File: config.mk
export PLATFORM = sky130hd
export DESIGN_NAME = reg_seq_ctrl
export DESIGN_NICKNAME = d
export VERILOG_FILES = /design/src/rtl/reg_seq_pkg.sv /design/src/rtl/seq_sync.sv /design/src/rtl/seq_thermal.sv /design/src/rtl/seq_ramp.sv /design/src/rtl/reg_seq_ctrl.sv
export SDC_FILE = /design/constraint.sdc
export NUM_CORES = 1
export LEC_CHECK = 0
export BUFFER_PORTS_ARGS = -buffer_cell sky130_fd_sc_hd__buf_2
export CAP_MARGIN = 20
export CORE_MARGIN = 2
export CORE_UTILIZATION = 45
export CTS_CLUSTER_SIZE = 24
export DETAILED_ROUTE_END_ITERATION = 8
export PLACE_DENSITY = 0.74
export SLEW_MARGIN = 40
export SYNTH_ARGS = -nofsm -noshare
export SYNTH_HDL_FRONTEND = slang
export SYNTH_SLANG_ARGS = --single-unit
File: constraint.sdc
create_clock -name clk_i -period 2.6 [get_ports clk_i]
set_input_delay 0 -clock clk_i [delete_from_list [all_inputs] [get_ports clk_i]]
set_output_delay 0 -clock clk_i [all_outputs]
set_load 0.02 [all_outputs]
File: src/rtl/reg_seq_pkg.sv
package reg_seq_pkg;
  typedef enum logic [1:0] {
    ST_OFF  = 2'd0,
    ST_WAKE = 2'd1,
    ST_RAMP = 2'd2,
    ST_RUN  = 2'd3
  } seq_state_e;
endpackage

File: src/rtl/seq_sync.sv
module seq_sync #(
  parameter int W = 1
) (
  input  logic         clk_i,
  input  logic         rst_ni,
  input  logic [W-1:0] d_i,
  output logic [W-1:0] q_o
);
  logic [W-1:0] s1_q, s2_q;

  always_ff @(posedge clk_i or negedge rst_ni) begin
    if (!rst_ni) begin
      s1_q <= '0;
      s2_q <= '0;
    end else begin
      s1_q <= d_i;
      s2_q <= s1_q;
    end
  end

  assign q_o = s2_q;
endmodule

File: src/rtl/seq_thermal.sv
module seq_thermal #(
  parameter int TEMP_W   = 8,
  parameter int TRIP_C   = 130,
  parameter int RESUME_C = 100
) (
  input  logic              clk_i,
  input  logic              rst_ni,
  input  logic [TEMP_W-1:0] temp_i,
  output logic              hot_o
);
  localparam logic [TEMP_W-1:0] TripCode   = TEMP_W'(TRIP_C);
  localparam logic [TEMP_W-1:0] ResumeCode = TEMP_W'(RESUME_C);

  logic hot_q, hot_d;

  // latched once tripped; released only at or below resume code
  always_comb begin
    if (hot_q) hot_d = (temp_i > ResumeCode);
    else       hot_d = (temp_i >= TripCode);
  end

  always_ff @(posedge clk_i or negedge rst_ni) begin
    if (!rst_ni) hot_q <= 1'b0;
    else         hot_q <= hot_d;
  end

  assign hot_o = hot_q;
endmodule

File: src/rtl/seq_ramp.sv
module seq_ramp #(
  parameter int RAMP_W   = 6,
  parameter int STEP_CYC = 4
) (
  input  logic              clk_i,
  input  logic              rst_ni,
  input  logic              clr_i,
  input  logic              run_i,
  output logic [RAMP_W-1:0] code_o,
  output logic              full_o
);
  localparam int PRE_W = (STEP_CYC > 2) ? $clog2(STEP_CYC) : 1;
  localparam logic [PRE_W-1:0]  PreLast = PRE_W'(STEP_CYC - 1);
  localparam logic [RAMP_W-1:0] CodeMax = '1;

  logic [PRE_W-1:0]  pre_q;
  logic [RAMP_W-1:0] code_q;

  always_ff @(posedge clk_i or negedge rst_ni) begin
    if (!rst_ni) begin
      pre_q  <= '0;
      code_q <= '0;
    end else if (clr_i) begin
      pre_q  <= '0;
      code_q <= '0;
    end else if (run_i) begin
      if (pre_q == PreLast) begin
        pre_q <= '0;
        if (code_q != CodeMax) code_q <= code_q + 1'b1;
      end else begin
        pre_q <= pre_q + 1'b1;
      end
    end
  end

  assign code_o = code_q;
  assign full_o = (code_q == CodeMax);
endmodule

File: src/rtl/reg_seq_ctrl.sv
module reg_seq_ctrl
  import reg_seq_pkg::*;
#(
  parameter int TEMP_W   = 8,
  parameter int RAMP_W   = 6,
  parameter int CLK_KHZ  = 50000,
  parameter int TRIP_C   = 130,
  parameter int RESUME_C = 100
) (
  input  logic              clk_i,
  input  logic              rst_ni,
  input  logic              en_i,
  input  logic              uvlo_i,
  input  logic [TEMP_W-1:0] temp_i,
  input  logic              ref_rdy_i,
  input  logic              short_i,
  output logic              ref_en_o,
  output logic [RAMP_W-1:0] ramp_o,
  output logic              sw_en_o,
  output logic              bleed_o,
  output logic              slow_osc_o
);
  // CLK_KHZ cycles span 1 ms; spread them over the ramp steps
  localparam int RampSteps = (1 << RAMP_W) - 1;
  localparam int StepRaw   = CLK_KHZ / RampSteps;
  localparam int StepCyc   = (StepRaw < 2) ? 2 : StepRaw;
  localparam int SyncW     = TEMP_W + 4;

  logic [SyncW-1:0]  sync_d, sync_q;
  logic              en_s, uvlo_s, rdy_s, short_s;
  logic [TEMP_W-1:0] temp_s;
  logic              hot;
  logic              ramp_full;
  seq_state_e        state_q, state_d;

  assign sync_d = {en_i, uvlo_i, ref_rdy_i, short_i, temp_i};
  assign {en_s, uvlo_s, rdy_s, short_s, temp_s} = sync_q;

  seq_sync #(.W(SyncW)) u_sync (
    .clk_i (clk_i),
    .rst_ni(rst_ni),
    .d_i   (sync_d),
    .q_o   (sync_q)
  );

  seq_thermal #(
    .TEMP_W  (TEMP_W),
    .TRIP_C  (TRIP_C),
    .RESUME_C(RESUME_C)
  ) u_thermal (
    .clk_i (clk_i),
    .rst_ni(rst_ni),
    .temp_i(temp_s),
    .hot_o (hot)
  );

  logic blocked;
  assign blocked = !en_s || uvlo_s || hot;

  always_comb begin
    state_d = state_q;
    if (blocked) begin
      state_d = ST_OFF;
    end else begin
      unique case (state_q)
        ST_OFF:  state_d = ST_WAKE;
        ST_WAKE: if (rdy_s) state_d = ST_RAMP;
        ST_RAMP: if (ramp_full) state_d = ST_RUN;
        ST_RUN:  state_d = ST_RUN;
        default: state_d = ST_OFF;
      endcase
    end
  end

  always_ff @(posedge clk_i or negedge rst_ni) begin
    if (!rst_ni) state_q <= ST_OFF;
    else         state_q <= state_d;
  end

  // clear from next state so the code drops on the shutdown edge
  logic ramp_clr;
  assign ramp_clr = (state_d == ST_OFF) || (state_d == ST_WAKE);

  seq_ramp #(
    .RAMP_W  (RAMP_W),
    .STEP_CYC(StepCyc)
  ) u_ramp (
    .clk_i (clk_i),
    .rst_ni(rst_ni),
    .clr_i (ramp_clr),
    .run_i (state_q == ST_RAMP),
    .code_o(ramp_o),
    .full_o(ramp_full)
  );

  assign ref_en_o   = (state_q != ST_OFF);
  assign sw_en_o    = (state_q == ST_RAMP) || (state_q == ST_RUN);
  assign bleed_o    = (state_q == ST_OFF);
  assign slow_osc_o = sw_en_o && short_s;
endmodule

==> impl_metrics.py <==
metrics = {
    "floorplanning": {
        "core_um2": 3610,
        "start_util": 0.460,
        "die-height_um": 64.7,
        "num_io_pins": 24,
        "die_x_um": 64.7,
        "rows": 22,
        "die_area_um2": 4190,
    },
    "cts": {
        "cts-resized-gates": 0,
        "cts_root_buf": "clkbuf_8",
        "hold_buffers": 13,
        "cts_buffers": 5,
        "worstSkewPairLatency_ns": 0.30,
        "cts_tree": "built",
        "clkSinkCount": 43,
        "h-tree-depth": 2,
        "clk_path_buf_depth": 2,
        "postCtsSetupRepairBufs": 0,
        "clk_pin_slew_ns": 0.08,
    },
    "global_route": {
        "grt_util_met1": 0.179,
        "grt-ovfl-total": 0,
        "antenna_found_initial": 0,
        "grt_use_total": 0.159,
        "grt_use_met2": 0.275,
        "grt_pass1_wl_mm": 4.95,
        "grt_max_degree": 44,
        "top_usage_layer": "met2",
        "use_met3": 0.0365,
        "grt_pass1_vias": 1157,
    },
    "power_and_ir_drop": {
        "power_mw": 1.19,
        "p_leak_nw": 0.910,
        "power.density_nw_per_um2": 583,
        "vdd_drop_max_mv": 0.446,
    },
    "layout": {
        "syn_to_final_growth_pct": 23.5,
        "layout-drive-gt1-share": 0.192,
        "fillers": 287,
        "fin_nets": 193,
        "diodes": 0,
        "layout.area.seq_um2": 1080,
        "multi_input_area_um2": 547,
    },
    "sta": {
        "worstMarginPinSlew_ns": 0.522,
        "finalHoldViolCount": 0,
        "slew_viol_final": 0,
        "fmax_mhz": 444,
        "final.setup.tns_ns": 0,
        "timing.final.crit_share": 0.866,
        "period_needed_ns": 2.25,
        "worst_clock_skew_ns": 0.00520,
        "rsz0062_at_grt": "no",
        "holdWs_ns": 0.217,
        "relSlewSlack": 0.652,
        "finalSetupViolCount": 0,
    },
    "logic_synthesis": {
        "synth_cell_type_count": 35,
        "synth_seq_cells": 43,
        "ys_seq_area_frac": 0.649,
        "avgSynthCellArea_um2": 12.1,
        "ys_async_sr_fraction": 1.00,
        "syn_inst": 137,
        "yosysTopAreaCell": "dfrtp_1",
        "netlist.area_leader.share": 0.649,
        "netlist_area_um2": 1660,
        "synth_area_leaders": "dfrtp_1 65%, xor2_1 3.2%, nor2_1 2.9%",
        "yosysWarnings": 0,
        "syn_nets": 154,
        "ys.flop_type": "dfrtp_1",
        "synth-edff-count": 0,
    },
    "worst_setup_path": {
        "crit_type": "register to register",
        "cp_max_fo": 17,
        "cp.arrival_ns": 2.48,
        "critical_path.most_common_cell": "or4_1",
        "endpoint_kind": "register",
        "max_stage_delay_ns": 0.66,
        "slowest_stage": "or4_1",
        "worstSetupStartpointType": "register",
        "crit_chain": "or3_1 -> or4_1 -> or4_1 -> a21oi_1",
        "critPathRequiredTime_ns": 2.83,
    },
    "detailed_routing": {
        "wirelength_mm": 2.96,
        "dr.pass1.iters": 4,
        "via_count": 1184,
        "drtIter0Drc": 72,
        "post-route-drc-count": 0,
        "routedWlPerCell_um": 13.1,
        "ant_nets": 0,
        "via_per_inst": 5.26,
    },
    "placement": {
        "routabilityCongestion": 0.823,
        "io_buffers": 23,
        "dp_hpwl_mm": 1.87,
    },
    "run": {
        "drv_cap": 0,
    },
    "min_path": {
        "worstHoldPathType": "input port to async pin",
    },
    "run_status": {
        "status": "completed",
    },
}
-- where the power goes --
group / switching, mW / internal, mW
logic: 0.0268 / 0.0260
clock network: 0.227 / 0.217
registers: 0.00806 / 0.689
-- logic make-up (layout without fill, tap and decap cells) --
family | after synthesis | count (layout) | synth area share
AOI/OAI and AO/OA | 31 | 31 | 0.125
DFF | 43 | 43 | 0.649
xor gates and xnor gates | 6 | 6 | 0.0317
and+or+nand+nor | 44 | 44 | 0.145
buffers and inverters | 9 | 49 | 0.0211
muxes | 1 | 1 | 0.00604
adders and majority gates | 3 | 3 | 0.0226
-- critical path: cells and delay by family (launching register included) --
kind / cells / cell delay (ns)
simple gates: 3 / 1.62
flops: 1 / 0.42
compound gates: 1 / 0.15
-- Yosys cell counts, types with 2 or more instances --
cell,n
o31ai_1,2
o21ai_0,6
nand2b_1,2
nand4_1,3
inv_1,5
ha_1,3
nor4_1,2
xor2_1,6
and3_1,2
a31oi_1,3
nor2_1,13
nand3b_1,2
and2_1,2
or2_2,2
a21oi_1,7
or3_1,3
clkbuf_1,3
o2111ai_1,4
nor2b_1,2
dfrtp_1,43
o22ai_1,2
or4_1,3
nand2_1,5
-- cell usage in the layout, fill, tap and decap left out, types with 3 or more instances in the layout --
cell type and instances:
a21oi_1 7, a31oi_1 3, buf_2 22, clkbuf_8 6, dfrtp_1 43, dlygate4sd3_1 13
ha_1 3, inv_1 5, nand2_1 5, nand4_1 3, nor2_1 13, o2111ai_1 4
o21ai_0 6, or3_1 3, or4_1 3, xor2_1 6
-- state kept, by name, indices dropped and copies added, names as in the netlist --
signal and flops:
u_thermal.hot_o 1, state_q 2, u_ramp.code_o 6, u_ramp.pre_q 10
u_sync.s1_q 12, u_sync.q_o 12
-- routing by layer --
layer	wire length (µm)	part of all wire
met1	1230	0.41
met3	166	0.056
met2	1510	0.51
met4	55	0.019
met5	0	0
-- cell type report --
class                           count  share of cell area
Inverter                            5             0.00916
Multi-Input combinational cell     85               0.267
Clock inverter                      2             0.00794
Timing Repair Buffer               36               0.121
Sequential cell                    43               0.525
Tap cell                           48              0.0293
Clock buffer                        6              0.0403
-- final timing paths --
kind | startpoint | end | slack [ns] | depth (start not counted)
max | u_ramp.pre_q[7] | u_ramp.code_o[5] | 0.35 | 4
min | rst_ni | u_ramp.code_o[2] | 0.22 | 2
max reg2reg | u_ramp.pre_q[7] | u_ramp.code_o[5] | 0.35 | 4
min reg2reg | u_sync.s1_q[5] | u_sync.q_o[5] | 0.35 | 0
max in group asynchronous | rst_ni | u_sync.s1_q[3] | 2.02 | 2
min in group clk_i | ref_rdy_i | u_sync.s1_q[9] | 0.34 | 2
-- metrics by stage --
stage	area [µm²]	std cells	setup slack, ns	util
6_report	2050	225	0.348	0.568
5_1_grt	2050	225	0.221	0.568
4_1_cts	2050	225	0.350	0.568
3_5_place_dp	1820	204	0.380	0.505
3_3_place_gp	1820	204	0.437	0.504
2_1_floorplan	1660	137	0.630	-
(Power assumes the default switching activity.)
